### src/rtl/tx_pcs_pkg.sv
package tx_pcs_pkg;
  localparam int NIB_W = 4;
  localparam int CG_W  = 5;

  localparam logic [CG_W-1:0] CG_IDLE = 5'b11111;
  localparam logic [CG_W-1:0] CG_J    = 5'b11000;
  localparam logic [CG_W-1:0] CG_K    = 5'b10001;
  localparam logic [CG_W-1:0] CG_T    = 5'b01101;
  localparam logic [CG_W-1:0] CG_R    = 5'b00111;
  localparam logic [CG_W-1:0] CG_HALT = 5'b00100;

  typedef enum logic [2:0] {
    ST_IDLE,
    ST_SEND_K,
    ST_DATA,
    ST_SEND_T,
    ST_SEND_R
  } frm_state_t;

  typedef struct packed {
    logic             en;
    logic             er;
    logic [NIB_W-1:0] d;
  } mii_beat_t;
endpackage

### src/rtl/tx_mii_capture.sv
module tx_mii_capture
  import tx_pcs_pkg::*;
(
  input  logic             clk,
  input  logic             rst,
  input  logic [NIB_W-1:0] txd,
  input  logic             tx_en,
  input  logic             tx_er,
  output mii_beat_t        beat
);
  always_ff @(posedge clk) begin
    if (rst) begin
      beat <= '0;
    end else begin
      beat.en <= tx_en;
      beat.er <= tx_er;
      beat.d  <= txd;
    end
  end
endmodule

### src/rtl/tx_nibble_enc.sv
module tx_nibble_enc
  import tx_pcs_pkg::*;
(
  input  logic [NIB_W-1:0] nib,
  output logic [CG_W-1:0]  code
);
  always_comb begin
    case (nib)
      4'h0: code = 5'b11110;
      4'h1: code = 5'b01001;
      4'h2: code = 5'b10100;
      4'h3: code = 5'b10101;
      4'h4: code = 5'b01010;
      4'h5: code = 5'b01011;
      4'h6: code = 5'b01110;
      4'h7: code = 5'b01111;
      4'h8: code = 5'b10010;
      4'h9: code = 5'b10011;
      4'hA: code = 5'b10110;
      4'hB: code = 5'b10111;
      4'hC: code = 5'b11010;
      4'hD: code = 5'b11011;
      4'hE: code = 5'b11100;
      default: code = 5'b11101;
    endcase
  end
endmodule

### src/rtl/tx_frame_seq.sv
module tx_frame_seq
  import tx_pcs_pkg::*;
(
  input  logic            clk,
  input  logic            rst,
  input  mii_beat_t       beat,
  input  logic [CG_W-1:0] data_code,
  output logic [CG_W-1:0] cg_code,
  output logic            cg_valid,
  output logic            cg_active
);
  frm_state_t      st, nxt_st;
  logic [CG_W-1:0] nxt_cg;

  always_comb begin
    nxt_st = st;
    nxt_cg = CG_IDLE;
    case (st)
      ST_IDLE: begin
        if (beat.en) begin
          nxt_cg = CG_J;
          nxt_st = ST_SEND_K;
        end
      end
      ST_SEND_K: begin
        nxt_cg = CG_K;
        nxt_st = beat.en ? ST_DATA : ST_SEND_T;
      end
      ST_DATA: begin
        if (beat.en) begin
          nxt_cg = beat.er ? CG_HALT : data_code;
        end else begin
          nxt_cg = CG_T;
          nxt_st = ST_SEND_R;
        end
      end
      ST_SEND_T: begin
        nxt_cg = CG_T;
        nxt_st = ST_SEND_R;
      end
      ST_SEND_R: begin
        nxt_cg = CG_R;
        nxt_st = ST_IDLE;
      end
      default: begin
        nxt_st = ST_IDLE;
      end
    endcase
  end

  always_ff @(posedge clk) begin
    if (rst) begin
      st        <= ST_IDLE;
      cg_code   <= CG_IDLE;
      cg_valid  <= 1'b0;
      cg_active <= 1'b0;
    end else begin
      st        <= nxt_st;
      cg_code   <= nxt_cg;
      cg_valid  <= 1'b1;
      cg_active <= (nxt_cg != CG_IDLE);
    end
  end

  p_jk_pair_r3: assert property (@(posedge clk) disable iff (rst)
    (cg_code == CG_J) |=> (cg_code == CG_K));

  p_t_then_r_r5: assert property (@(posedge clk) disable iff (rst)
    (cg_code == CG_T) |=> (cg_code == CG_R));

  p_r_then_quiet_r5: assert property (@(posedge clk) disable iff (rst)
    (cg_code == CG_R) |=> (cg_code == CG_IDLE || cg_code == CG_J));

  p_idle_hold_r2: assert property (@(posedge clk) disable iff (rst)
    (st == ST_IDLE && !beat.en) |=> (cg_code == CG_IDLE));

  p_halt_r7: assert property (@(posedge clk) disable iff (rst)
    (st == ST_DATA && beat.en && beat.er) |=> (cg_code == CG_HALT));

  p_short_frame_r8: assert property (@(posedge clk) disable iff (rst)
    (st == ST_SEND_K && !beat.en) |=> ##1 (cg_code == CG_T));

  p_valid_r9: assert property (@(posedge clk) disable iff (rst)
    1'b1 |=> cg_valid);
endmodule

### src/rtl/tx_pcs_framer.sv
module tx_pcs_framer
  import tx_pcs_pkg::*;
(
  input  logic             clk,
  input  logic             rst,
  input  logic [NIB_W-1:0] mii_txd,
  input  logic             mii_tx_en,
  input  logic             mii_tx_er,
  output logic [CG_W-1:0]  cg_code,
  output logic             cg_valid,
  output logic             cg_active
);
  mii_beat_t       beat;
  logic [CG_W-1:0] data_code;

  tx_mii_capture u_cap (
    .clk   (clk),
    .rst   (rst),
    .txd   (mii_txd),
    .tx_en (mii_tx_en),
    .tx_er (mii_tx_er),
    .beat  (beat)
  );

  tx_nibble_enc u_enc (
    .nib  (beat.d),
    .code (data_code)
  );

  tx_frame_seq u_seq (
    .clk       (clk),
    .rst       (rst),
    .beat      (beat),
    .data_code (data_code),
    .cg_code   (cg_code),
    .cg_valid  (cg_valid),
    .cg_active (cg_active)
  );
endmodule

### config.mk
export PLATFORM = sky130hd
export DESIGN_NAME = tx_pcs_framer
export DESIGN_NICKNAME = d
export VERILOG_FILES = /design/src/rtl/tx_pcs_pkg.sv /design/src/rtl/tx_mii_capture.sv /design/src/rtl/tx_nibble_enc.sv /design/src/rtl/tx_frame_seq.sv /design/src/rtl/tx_pcs_framer.sv
export SDC_FILE = /design/constraint.sdc
export NUM_CORES = 1
export LEC_CHECK = 0
export ABC_AREA = 1
export CELL_PAD_IN_SITES_DETAIL_PLACEMENT = 1
export CELL_PAD_IN_SITES_GLOBAL_PLACEMENT = 2
export CORE_UTILIZATION = 28
export CTS_BUF_LIST = sky130_fd_sc_hd__clkbuf_8
export DETAILED_ROUTE_END_ITERATION = 10
export GPL_TIMING_DRIVEN = 0
export MAX_ROUTING_LAYER = met4
export PLACE_DENSITY_LB_ADDON = 0.1
export SYNTH_ARGS = -nofsm -noshare
export SYNTH_HDL_FRONTEND = slang
export SYNTH_SLANG_ARGS = --single-unit
### constraint.sdc
create_clock -name clk -period 1.23 [get_ports clk]
set_clock_uncertainty 0.05 [all_clocks]
set_input_delay 0.1845 -clock clk [delete_from_list [all_inputs] [get_ports clk]]
set_output_delay 0.1845 -clock clk [all_outputs]
set_load 0.02 [all_outputs]
==> results of run 1 <==
## stage by stage
step	TNS, ps	cell area [um^2]	hold slack (ps)
after floorplan	0	674	241
after global placement	-466	850	505
after detailed placement	-460	850	505
after CTS	0	911	399
after global routing	-18.8	975	416
final	0	975	404
## flip-flops by register name, summed over array words and instances (netlist names)
register and cells:
u_enc.code 5, u_seq.cg_code 5, u_seq.st 3, u_cap.beat 2, u_seq.cg_active 1, u_seq.cg_valid 1
## worst register-to-register path: stages, from the launching register on
cell and delay (ps):
sky130_fd_sc_hd__dfxtp_4 360, sky130_fd_sc_hd__inv_4 70, sky130_fd_sc_hd__nand2_4 60, sky130_fd_sc_hd__nor2_4 150, sky130_fd_sc_hd__nand2_2 100, sky130_fd_sc_hd__nand3_2 80, sky130_fd_sc_hd__nand2_1 50, sky130_fd_sc_hd__nor2_1 80
sky130_fd_sc_hd__nor2_1 40
## repair_timing
| item | CTS | global route |
|---|---|---|
| hold buffers | 0 | 0 |
| gates resized for setup | 12 | 16 |
| endpoints found under the setup margin | 8 | 1 |
| setup buffers | 2 | 1 |
| pin swaps | 2 | 5 |
## synth_stat cells (all sizes together)
cell	instances	area, um^2
nor3	3	15.0
a211oi	1	7.51
nand4	2	12.5
o21ai	1	5.00
nor2	19	76.3
buf	1	5.00
o22ai	1	6.26
nand3	7	35.0
inv	13	48.8
or2	1	6.26
dfxtp	17	340
o31ai	1	7.51
nand2	20	77.6
o211ai	1	7.51
a21oi	4	23.8
## worst max-delay path by stage
stage / slack [ps] / end / cells after the start / from
after floorplan: 110 / u_seq.cg_active / 8 / u_seq.st[2]
after global placement: -150 / u_enc.code[2] / 4 / rst
after CTS: 5 / u_seq.cg_active / 7 / u_seq.st[1]
after global routing: -20 / u_seq.cg_active / 8 / u_seq.st[2]
after detailed placement: -150 / u_enc.code[2] / 4 / rst
final: 70 / u_seq.cg_active / 8 / u_seq.st[2]
## area by class of cell
class / count / share of cell area
Clock inverter: 1 / 0.00385
Sequential cell: 17 / 0.362
Inverter: 13 / 0.0526
Multi-Input combinational cell: 61 / 0.340
Clock buffer: 3 / 0.0424
Tap cell: 28 / 0.0359
Timing Repair Buffer: 17 / 0.158
Buffer: 1 / 0.00513
## where the power goes
part	switching (mW)	total [mW]	internal (mW)
sequential	0.0399	0.647	0.607
clock	0.183	0.404	0.221
combinational	0.192	0.334	0.142
## layer usage
layer	vias to the layer above	global-route usage	share of wire
met3	5	0.0357	0.043
met5	-	-	0
met4	0	0.0972	0.027
li1	332	-	-
met2	15	0.228	0.49
met1	286	0.143	0.44
## cell families (layout without fill, tap and decap cells)
group,after synthesis,after routing
buffers and inverters,14,35
AND/OR/NAND/NOR,52,52
AO/OA/AOI/OAI,9,9
flip-flops,17,17
==> qor.txt, run 1 <==
Run status -> completed
Number of endpoints failing setup at the final stage -> 0
Mean instance size in the synthesized netlist -> 7.33 um^2
Largest net degree at the start of global routing -> 11
Nets in the synthesized netlist -> 100
Buffers from clock root to sink, at most -> 2
DP HPWL -> 1150 um
Max Clk Rate -> 866 MHz
Fin cells -> 141
Area added between synthesis and finish -> 44.5%
WP buf/inv -> 1
Initial antenna violation count -> 0
Fraction of synthesized area in multiplexers -> 0
Cell Chain, Critical Path -> inv_4, nand2_4, nor2_4, nand2_2, nand3_2, nand2_1, nor2_1, nor2_1
Count of H-tree levels built during CTS -> 1
Clock tree from TritonCTS -> yes
Post-layout total power -> 1.38 mW
Required @ worst endpoint -> 1320 ps
Initial standard-cell utilization of the core -> 0.302
Cell count after placement -> 134
Routed Antenna Nets -> 0
Number of different library cells in the post-synthesis netlist -> 19
Clock latency of the later-clocked register in the worst-skew pair -> 250 ps
Number of buffers added by the clock tree synthesis step -> 3
Count of pins on the block boundary -> 15
Flip-flop and latch count after synthesis -> 17
Port buffer count -> 14
Final Worst Setup Slack -> 74.7 ps
Top cell family by delay on the critical path -> simple AND/OR/NAND/NOR gates
PwrDens -> 1420 nW/um^2
Remaining design rule violation count -> 0
Worst flop-to-flop path startpoint -> u_seq.st[2]
Slew at the pin closest to its max-slew limit -> 246 ps
Register cell area after layout -> 353 um^2
Most frequent standard cell in the layout excluding fill and tap cells -> sky130_fd_sc_hd__nand2_1
Overall die area -> 2610 um^2
Worst min path class -> primary input to flip-flop
Parity-gate share of the synthesized area counting xor and xnor cells -> 0
Gp weighted congestion -> 0.827
Die Height -> 51.1 um
Global-route wire length before repair -> 2500 um
Final WL -> 1450 um
Crit-path max FO -> 5
Startpoint types -> flip-flop
Max-cap check violation count -> 0
Cell seen most often among critical-path stages -> sky130_fd_sc_hd__nor2_1
Hold Path Stages -> 3
Final critical path time including I/O delays and setup -> 1160 ps
Clock-pin slew on the worst setup and hold paths -> 60 ps
Arrival time worst endpoint -> 1250 ps
Crit share post-route -> 0.939
Number of detailed-route iterations in the first pass -> 3
DP Worst Slack -> -153 ps
Layout net count -> 122
Layout cells sized above 1 -> 0.239
WL per Instance -> 10.3 um
Register-to-Register Setup Slack -> 70 ps
Vias in the first global route -> 608
Count of standard-cell rows -> 17
Combined area of the multi-input logic cells -> 332 um^2
Cell chosen for the clock root -> sky130_fd_sc_hd__clkbuf_8
Number of sinks on the clock net -> 17
Terminus of the critical flop-to-flop path -> u_seq.cg_active
Adder-cell share of the synthesized area -> 0
Via total after detailed routing -> 638
Number of warnings issued by yosys -> 0
Post-layout utilization of the core -> 0.436
Slowest-stage cell, CP -> sky130_fd_sc_hd__dfxtp_4
Remaining max-slew budget at the tightest pin -> 0.835
Fin. Hold Viols -> 0
Mapped Cells -> 92
Antenna diode instance count -> 0
Most frequent cells in the layout -> 16 x sky130_fd_sc_hd__nand2_1, 15 x sky130_fd_sc_hd__nor2_1, 13 x sky130_fd_sc_hd__dfxtp_1
Number of design-rule violations left by the first detailed-router iteration -> 1
Fillers -> 279
Horiz. Die Dim -> 51.1 um
Maximum single-stage delay on the critical path -> 360 ps
Number of cells on the worst reg-to-reg path -> 8
Number of max-slew violations in the final report -> 0
Detailed-route vias per instance -> 4.52
Main combinational cell family by area after synthesis -> simple AND/OR/NAND/NOR gates
Highest ir drop seen on vdd -> 0.000769 V
Endpoint type of the worst setup path -> flip-flop
Type of the setup path with the least slack -> flip-flop to flip-flop
Synthesized-area fraction occupied by and/or/nand/nor cells -> 0.330
Residual overflow from global routing -> 0
Core area -> 2230 um^2
Synth Area in Compound Gates -> 0.0853
Hold Startpoint -> mii_tx_en
Sequential share of the synthesized area -> 0.505
Area of the mapped netlist -> 674 um^2
Endpoint of the worst hold-timing path -> u_cap.beat[5]
Leakage -> 0.434 nW
Total routing usage reported by global routing -> 0.138
No activity file was read; power rests on OpenSTA's default activity.
==> inputs of run 2 (changes only) <==
- SKIP_CTS_REPAIR_TIMING: unset -> 1
==> qor.txt, run 2 (synthesized netlist as in run 1, its figures left out) <==
Layout net count -> 119 (was 122)
Final Worst Setup Slack -> -20.4 ps (was 74.7 ps)
Via total after detailed routing -> 618 (was 638)
Core area -> 2230 um^2 (unchanged)
Sequential share of power -> 0.475 (was 0.467)
Layout cells sized above 1 -> 0.127 (was 0.239)
RSZ-0062 raised after global routing -> true
Switch share -> 0.287 (was 0.299)
Remaining max-slew budget at the tightest pin -> 0.841 (was 0.835)
Vias in the first global route -> 593 (was 608)
Count of H-tree levels built during CTS -> 1 (unchanged)
Worst min path class -> primary input to flip-flop (unchanged)
Part of the power in combinational logic -> 0.229 (was 0.241)
Fin. Hold Viols -> 0 (unchanged)
Post-route cell area -> 921 um^2 (was 975 um^2)
Number of detailed-route iterations in the first pass -> 3 (unchanged)
Die Height -> 51.1 um (unchanged)
Part of the total power dissipated in the clock network -> 0.295 (was 0.292)
Number of sinks on the clock net -> 17 (unchanged)
Worst hold margin -> 406 ps (was 404 ps)
Type of the setup path with the least slack -> flip-flop to flip-flop (unchanged)
Port buffer count -> 14 (unchanged)
Slew at the pin closest to its max-slew limit -> 237 ps (was 246 ps)
Cell chosen for the clock root -> sky130_fd_sc_hd__clkbuf_8 (unchanged)
Crit-path max FO -> 5 (unchanged)
Run status -> complete, but fails checks (was completed)
Number of max-slew violations in the final report -> 0 (unchanged)
Routed Antenna Nets -> 0 (unchanged)
Hold Path Stages -> 3 (unchanged)
Number of design-rule violations left by the first detailed-router iteration -> 2 (was 1)
Crit share post-route -> 1.02 (was 0.939)
Count of standard-cell rows -> 17 (unchanged)
Post-layout total power -> 1.35 mW (was 1.38 mW)
Area added between synthesis and finish -> 36.5% (was 44.5%)
Max Clk Rate -> 800 MHz (was 866 MHz)
Max-cap check violation count -> 0 (unchanged)
Initial standard-cell utilization of the core -> 0.302 (unchanged)
WL per Instance -> 10.3 um (about the same)
Endpoint type of the worst setup path -> flip-flop (unchanged)
Largest net degree at the start of global routing -> 11 (unchanged)
Number of cells on the worst reg-to-reg path -> 8 (unchanged)
Horiz. Die Dim -> 51.1 um (unchanged)
Net switching power -> 0.389 mW (was 0.415 mW)
Final critical path time including I/O delays and setup -> 1250 ps (was 1160 ps)
Required @ worst endpoint -> 1320 ps (about the same)
Most frequent cells in the layout -> 19 x sky130_fd_sc_hd__nand2_1, 17 x sky130_fd_sc_hd__nor2_1, 14 x sky130_fd_sc_hd__dfxtp_1 (was 16 x sky130_fd_sc_hd__nand2_1, 15 x sky130_fd_sc_hd__nor2_1, 13 x sky130_fd_sc_hd__dfxtp_1)
Number of buffers added by the clock tree synthesis step -> 3 (unchanged)
Final WL -> 1420 um (was 1450 um)
Remaining design rule violation count -> 0 (unchanged)
Arrival time worst endpoint -> 1340 ps (was 1250 ps)
Residual overflow from global routing -> 0 (unchanged)
Leakage -> 0.437 nW (was 0.434 nW)
Clock-pin slew on the worst setup and hold paths -> 60 ps (about the same)
Gp weighted congestion -> 0.827 (unchanged)
Highest ir drop seen on vdd -> 0.000757 V (was 0.000769 V)
Number of endpoints failing setup at the final stage -> 1 (was 0)
PwrDens -> 1470 nW/um^2 (was 1420 nW/um^2)
Total routing usage reported by global routing -> 0.137 (was 0.138)
Global-route wire length before repair -> 2450 um (was 2500 um)
Cell Int Power -> 0.965 mW (was 0.970 mW)
Violations in the final reports -> setup timing
Clock latency of the later-clocked register in the worst-skew pair -> 250 ps (about the same)
Initial antenna violation count -> 0 (unchanged)
Dpl cell area -> 850 um^2 (unchanged)
Overall die area -> 2610 um^2 (unchanged)
Clock tree from TritonCTS -> yes (unchanged)
Most frequent standard cell in the layout excluding fill and tap cells -> sky130_fd_sc_hd__nand2_1 (unchanged)
Startpoint types -> flip-flop (unchanged)
Buffers from clock root to sink, at most -> 2 (unchanged)
DP HPWL -> 1150 um (unchanged)
Detailed-route vias per instance -> 4.48 (was 4.52)
Count of pins on the block boundary -> 15 (unchanged)
Antenna diode instance count -> 0 (unchanged)
## run 2: worst paths after layout
path | endpoint | from | slack, ps
worst min register to register | u_seq.st[1] | u_cap.beat[5] | 510
worst min-delay path | u_cap.beat[4] | mii_tx_er | 410
worst max register to register | u_seq.cg_active | u_seq.st[2] | -20
worst max-delay path | u_seq.cg_active | u_seq.st[2] | -20
## run 2: cell type report
type | count | area [um^2]
fill | 281 | 1310
sequential | 17 | 344
multi-input combinational | 61 | 285
timing repair buffer | 14 | 158
inverter | 13 | 48.8
clock buffer | 3 | 41.3
tap | 28 | 35.0
buffer | 1 | 5.00
clock inverter | 1 | 3.75
## run 2: per-layer routing
layer / vias up / GRT usage / wire (um)
met4: 0 / 0.0972 / 38
met3: 5 / 0.0357 / 70
met1: 272 / 0.138 / 625
met2: 15 / 0.230 / 681
li1: 326 / - / -
met5: - / - / 0
## run 2: power by group through the flow
stage                     Sequential [mW]  Clock, mW  Combinational, mW
after floorplan                     0.687          0              0.159
after global placement              0.653          0              0.318
after detailed placement            0.654          0              0.318
after CTS                           0.642      0.420              0.319
after global routing                0.652      0.444              0.352
final                               0.644      0.400              0.310
## run 2: critical path: stages (launching register included)
cell	delay (ps)
sky130_fd_sc_hd__dfxtp_1	350
sky130_fd_sc_hd__inv_2	110
sky130_fd_sc_hd__nand2_2	100
sky130_fd_sc_hd__nor2_4	140
sky130_fd_sc_hd__nand2_1	100
sky130_fd_sc_hd__nand3_1	100
sky130_fd_sc_hd__nand2_1	50
sky130_fd_sc_hd__nor2_1	100
sky130_fd_sc_hd__nor2_1	40
## run 2: stage by stage
| stage | utilization | TNS [ps] | worst slack (ps) | instances |
|---|---|---|---|---|
| CTS | 0.401 | -1230 | -166 | 138 |
| finish | 0.412 | -20.4 | -20.4 | 138 |
| global placement | 0.380 | -466 | -153 | 134 |
| global route | 0.412 | -164 | -164 | 138 |
| detailed placement | 0.380 | -460 | -153 | 134 |
| floorplan | - | 0 | 111 | 92 |
==> inputs of run 3 (changes only) <==
- clock period: 1.23 -> 1.2 ns (I/O delays scaled with it)
==> qor.txt, run 3 (synthesized netlist as in run 1, its figures left out) <==
Count of standard-cell rows -> 17 (unchanged)
Core area -> 2230 um^2 (unchanged)
Antenna diode instance count -> 0 (unchanged)
Die Height -> 51.1 um (unchanged)
Number of buffers added by the clock tree synthesis step -> 3 (unchanged)
Clock tree from TritonCTS -> yes (unchanged)
Fin. Hold Viols -> 0 (unchanged)
Post-layout utilization of the core -> 0.416 (was 0.412)
Crit share post-route -> 1.02 (about the same)
Remaining max-slew budget at the tightest pin -> 0.838 (was 0.841)
Horiz. Die Dim -> 51.1 um (unchanged)
Max-cap check violation count -> 0 (unchanged)
Clock-pin slew on the worst setup and hold paths -> 60 ps (about the same)
Area added between synthesis and finish -> 37.7% (was 36.5%)
Run status -> complete, but fails checks (unchanged)
Violations in the final reports -> setup timing (unchanged)
Fin cells -> 138 (unchanged)
Clock latency of the later-clocked register in the worst-skew pair -> 250 ps (about the same)
Total routing usage reported by global routing -> 0.137 (unchanged)
Layout net count -> 119 (unchanged)
Number of max-slew violations in the final report -> 0 (unchanged)
Met2 Resource Use GR -> 0.230 (unchanged)
Final critical path time including I/O delays and setup -> 1230 ps (was 1250 ps)
Initial antenna violation count -> 0 (unchanged)
PwrDens -> 1500 nW/um^2 (was 1470 nW/um^2)
Remaining design rule violation count -> 0 (unchanged)
Initial standard-cell utilization of the core -> 0.302 (unchanged)
Buffers from clock root to sink, at most -> 2 (unchanged)
Arrival time worst endpoint -> 1320 ps (was 1340 ps)
Layout cells sized above 1 -> 0.145 (was 0.127)
Endpoint type of the worst setup path -> flip-flop (unchanged)
Highest ir drop seen on vdd -> 0.000782 V (was 0.000757 V)
Leakage -> 0.439 nW (was 0.437 nW)
Gp weighted congestion -> 0.827 (unchanged)
Residual overflow from global routing -> 0 (unchanged)
Routed Antenna Nets -> 0 (unchanged)
DP Worst Slack -> -178 ps (was -153 ps)
Most frequent standard cell in the layout excluding fill and tap cells -> sky130_fd_sc_hd__nand2_1 (unchanged)
RSZ-0062 raised after global routing -> true (unchanged)
Routing usage on met1 -> 0.138 (unchanged)
Cell chosen for the clock root -> sky130_fd_sc_hd__clkbuf_8 (unchanged)
Via total after detailed routing -> 622 (was 618)
Type of the setup path with the least slack -> flip-flop to flip-flop (unchanged)
Number of design-rule violations left by the first detailed-router iteration -> 2 (unchanged)
Post-layout total power -> 1.40 mW (was 1.35 mW)
Count of H-tree levels built during CTS -> 1 (unchanged)
WL per Instance -> 10.3 um (about the same)
Required @ worst endpoint -> 1290 ps (was 1320 ps)
Final Worst Setup Slack -> -28.5 ps (was -20.4 ps)
Vias in the first global route -> 593 (unchanged)
Number of sinks on the clock net -> 17 (unchanged)
Grt peak-use layer -> met2 (unchanged)
Largest net degree at the start of global routing -> 11 (unchanged)
Sum of negative setup slack -> -28.5 ps (was -20.4 ps)
Slew at the pin closest to its max-slew limit -> 241 ps (was 237 ps)
Overall die area -> 2610 um^2 (unchanged)
Most frequent cells in the layout -> 19 x sky130_fd_sc_hd__nand2_1, 17 x sky130_fd_sc_hd__nor2_1, 13 x sky130_fd_sc_hd__dfxtp_1 (was 19 x sky130_fd_sc_hd__nand2_1, 17 x sky130_fd_sc_hd__nor2_1, 14 x sky130_fd_sc_hd__dfxtp_1)
Met3 capacity usage during global routing -> 0.0357 (unchanged)
Max Clk Rate -> 814 MHz (was 800 MHz)
Startpoint types -> flip-flop (unchanged)
Cell count after placement -> 134 (unchanged)
Number of detailed-route iterations in the first pass -> 4 (was 3)
Detailed-route vias per instance -> 4.51 (was 4.48)
Worst min path class -> primary input to flip-flop (unchanged)
Port buffer count -> 14 (unchanged)
Crit-path max FO -> 5 (unchanged)
DP HPWL -> 1150 um (unchanged)
Number of endpoints failing setup at the final stage -> 1 (unchanged)
Count of pins on the block boundary -> 15 (unchanged)
Global-route wire length before repair -> 2450 um (unchanged)
Worst hold margin -> 401 ps (was 406 ps)
Post-route cell area -> 928 um^2 (was 921 um^2)
Final WL -> 1420 um (about the same)
Dpl cell area -> 850 um^2 (unchanged)
run 3: cell count changes in the layout (fill, tap and decap cells not counted):
cell                       change
sky130_fd_sc_hd__a21oi_2       +1
sky130_fd_sc_hd__a21oi_1       -1
sky130_fd_sc_hd__dfxtp_1       -1
sky130_fd_sc_hd__clkbuf_4      +1
sky130_fd_sc_hd__buf_2         -1
sky130_fd_sc_hd__dfxtp_2       +1
run 3: critical path, cell delays in order (launching register included):
cell and delay (ps):
sky130_fd_sc_hd__dfxtp_2 340, sky130_fd_sc_hd__inv_2 90, sky130_fd_sc_hd__nand2_2 100, sky130_fd_sc_hd__nor2_4 140, sky130_fd_sc_hd__nand2_1 90, sky130_fd_sc_hd__nand3_1 110, sky130_fd_sc_hd__nand2_1 60, sky130_fd_sc_hd__nor2_1 100
sky130_fd_sc_hd__nor2_1 40
run 3: final timing paths:
path | to | cells after the start | from | slack [ps]
worst max-delay path | u_seq.cg_active | 8 | u_seq.st[2] | -30
worst min-delay path | u_cap.beat[4] | 3 | mii_tx_er | 400
worst max register to register | u_seq.cg_active | 8 | u_seq.st[2] | -30
worst min register to register | u_seq.cg_code[2] | 2 | u_seq.st[2] | 480
run 3: final cells by class:
type / count / area, um^2
buffer: 1 / 7.51
tap: 28 / 35.0
timing repair buffer: 14 / 158
multi-input combinational: 61 / 289
clock inverter: 1 / 3.75
sequential: 17 / 345
inverter: 13 / 48.8
fill: 277 / 1310
clock buffer: 3 / 41.3
run 3: layer usage:
layer / part of all wire / vias to the layer above
met3: 0.049 / 5
met1: 0.44 / 275
met4: 0.027 / 0
li1: - / 327
met5: 0 / -
met2: 0.49 / 15
run 3: report_power, final:
part / internal [mW] / switching, mW / leakage [nW] / total [mW]
Combinational: 0.140 / 0.183 / 0.269 / 0.323
Clock: 0.227 / 0.186 / 0.0269 / 0.413
Sequential: 0.625 / 0.0347 / 0.143 / 0.660
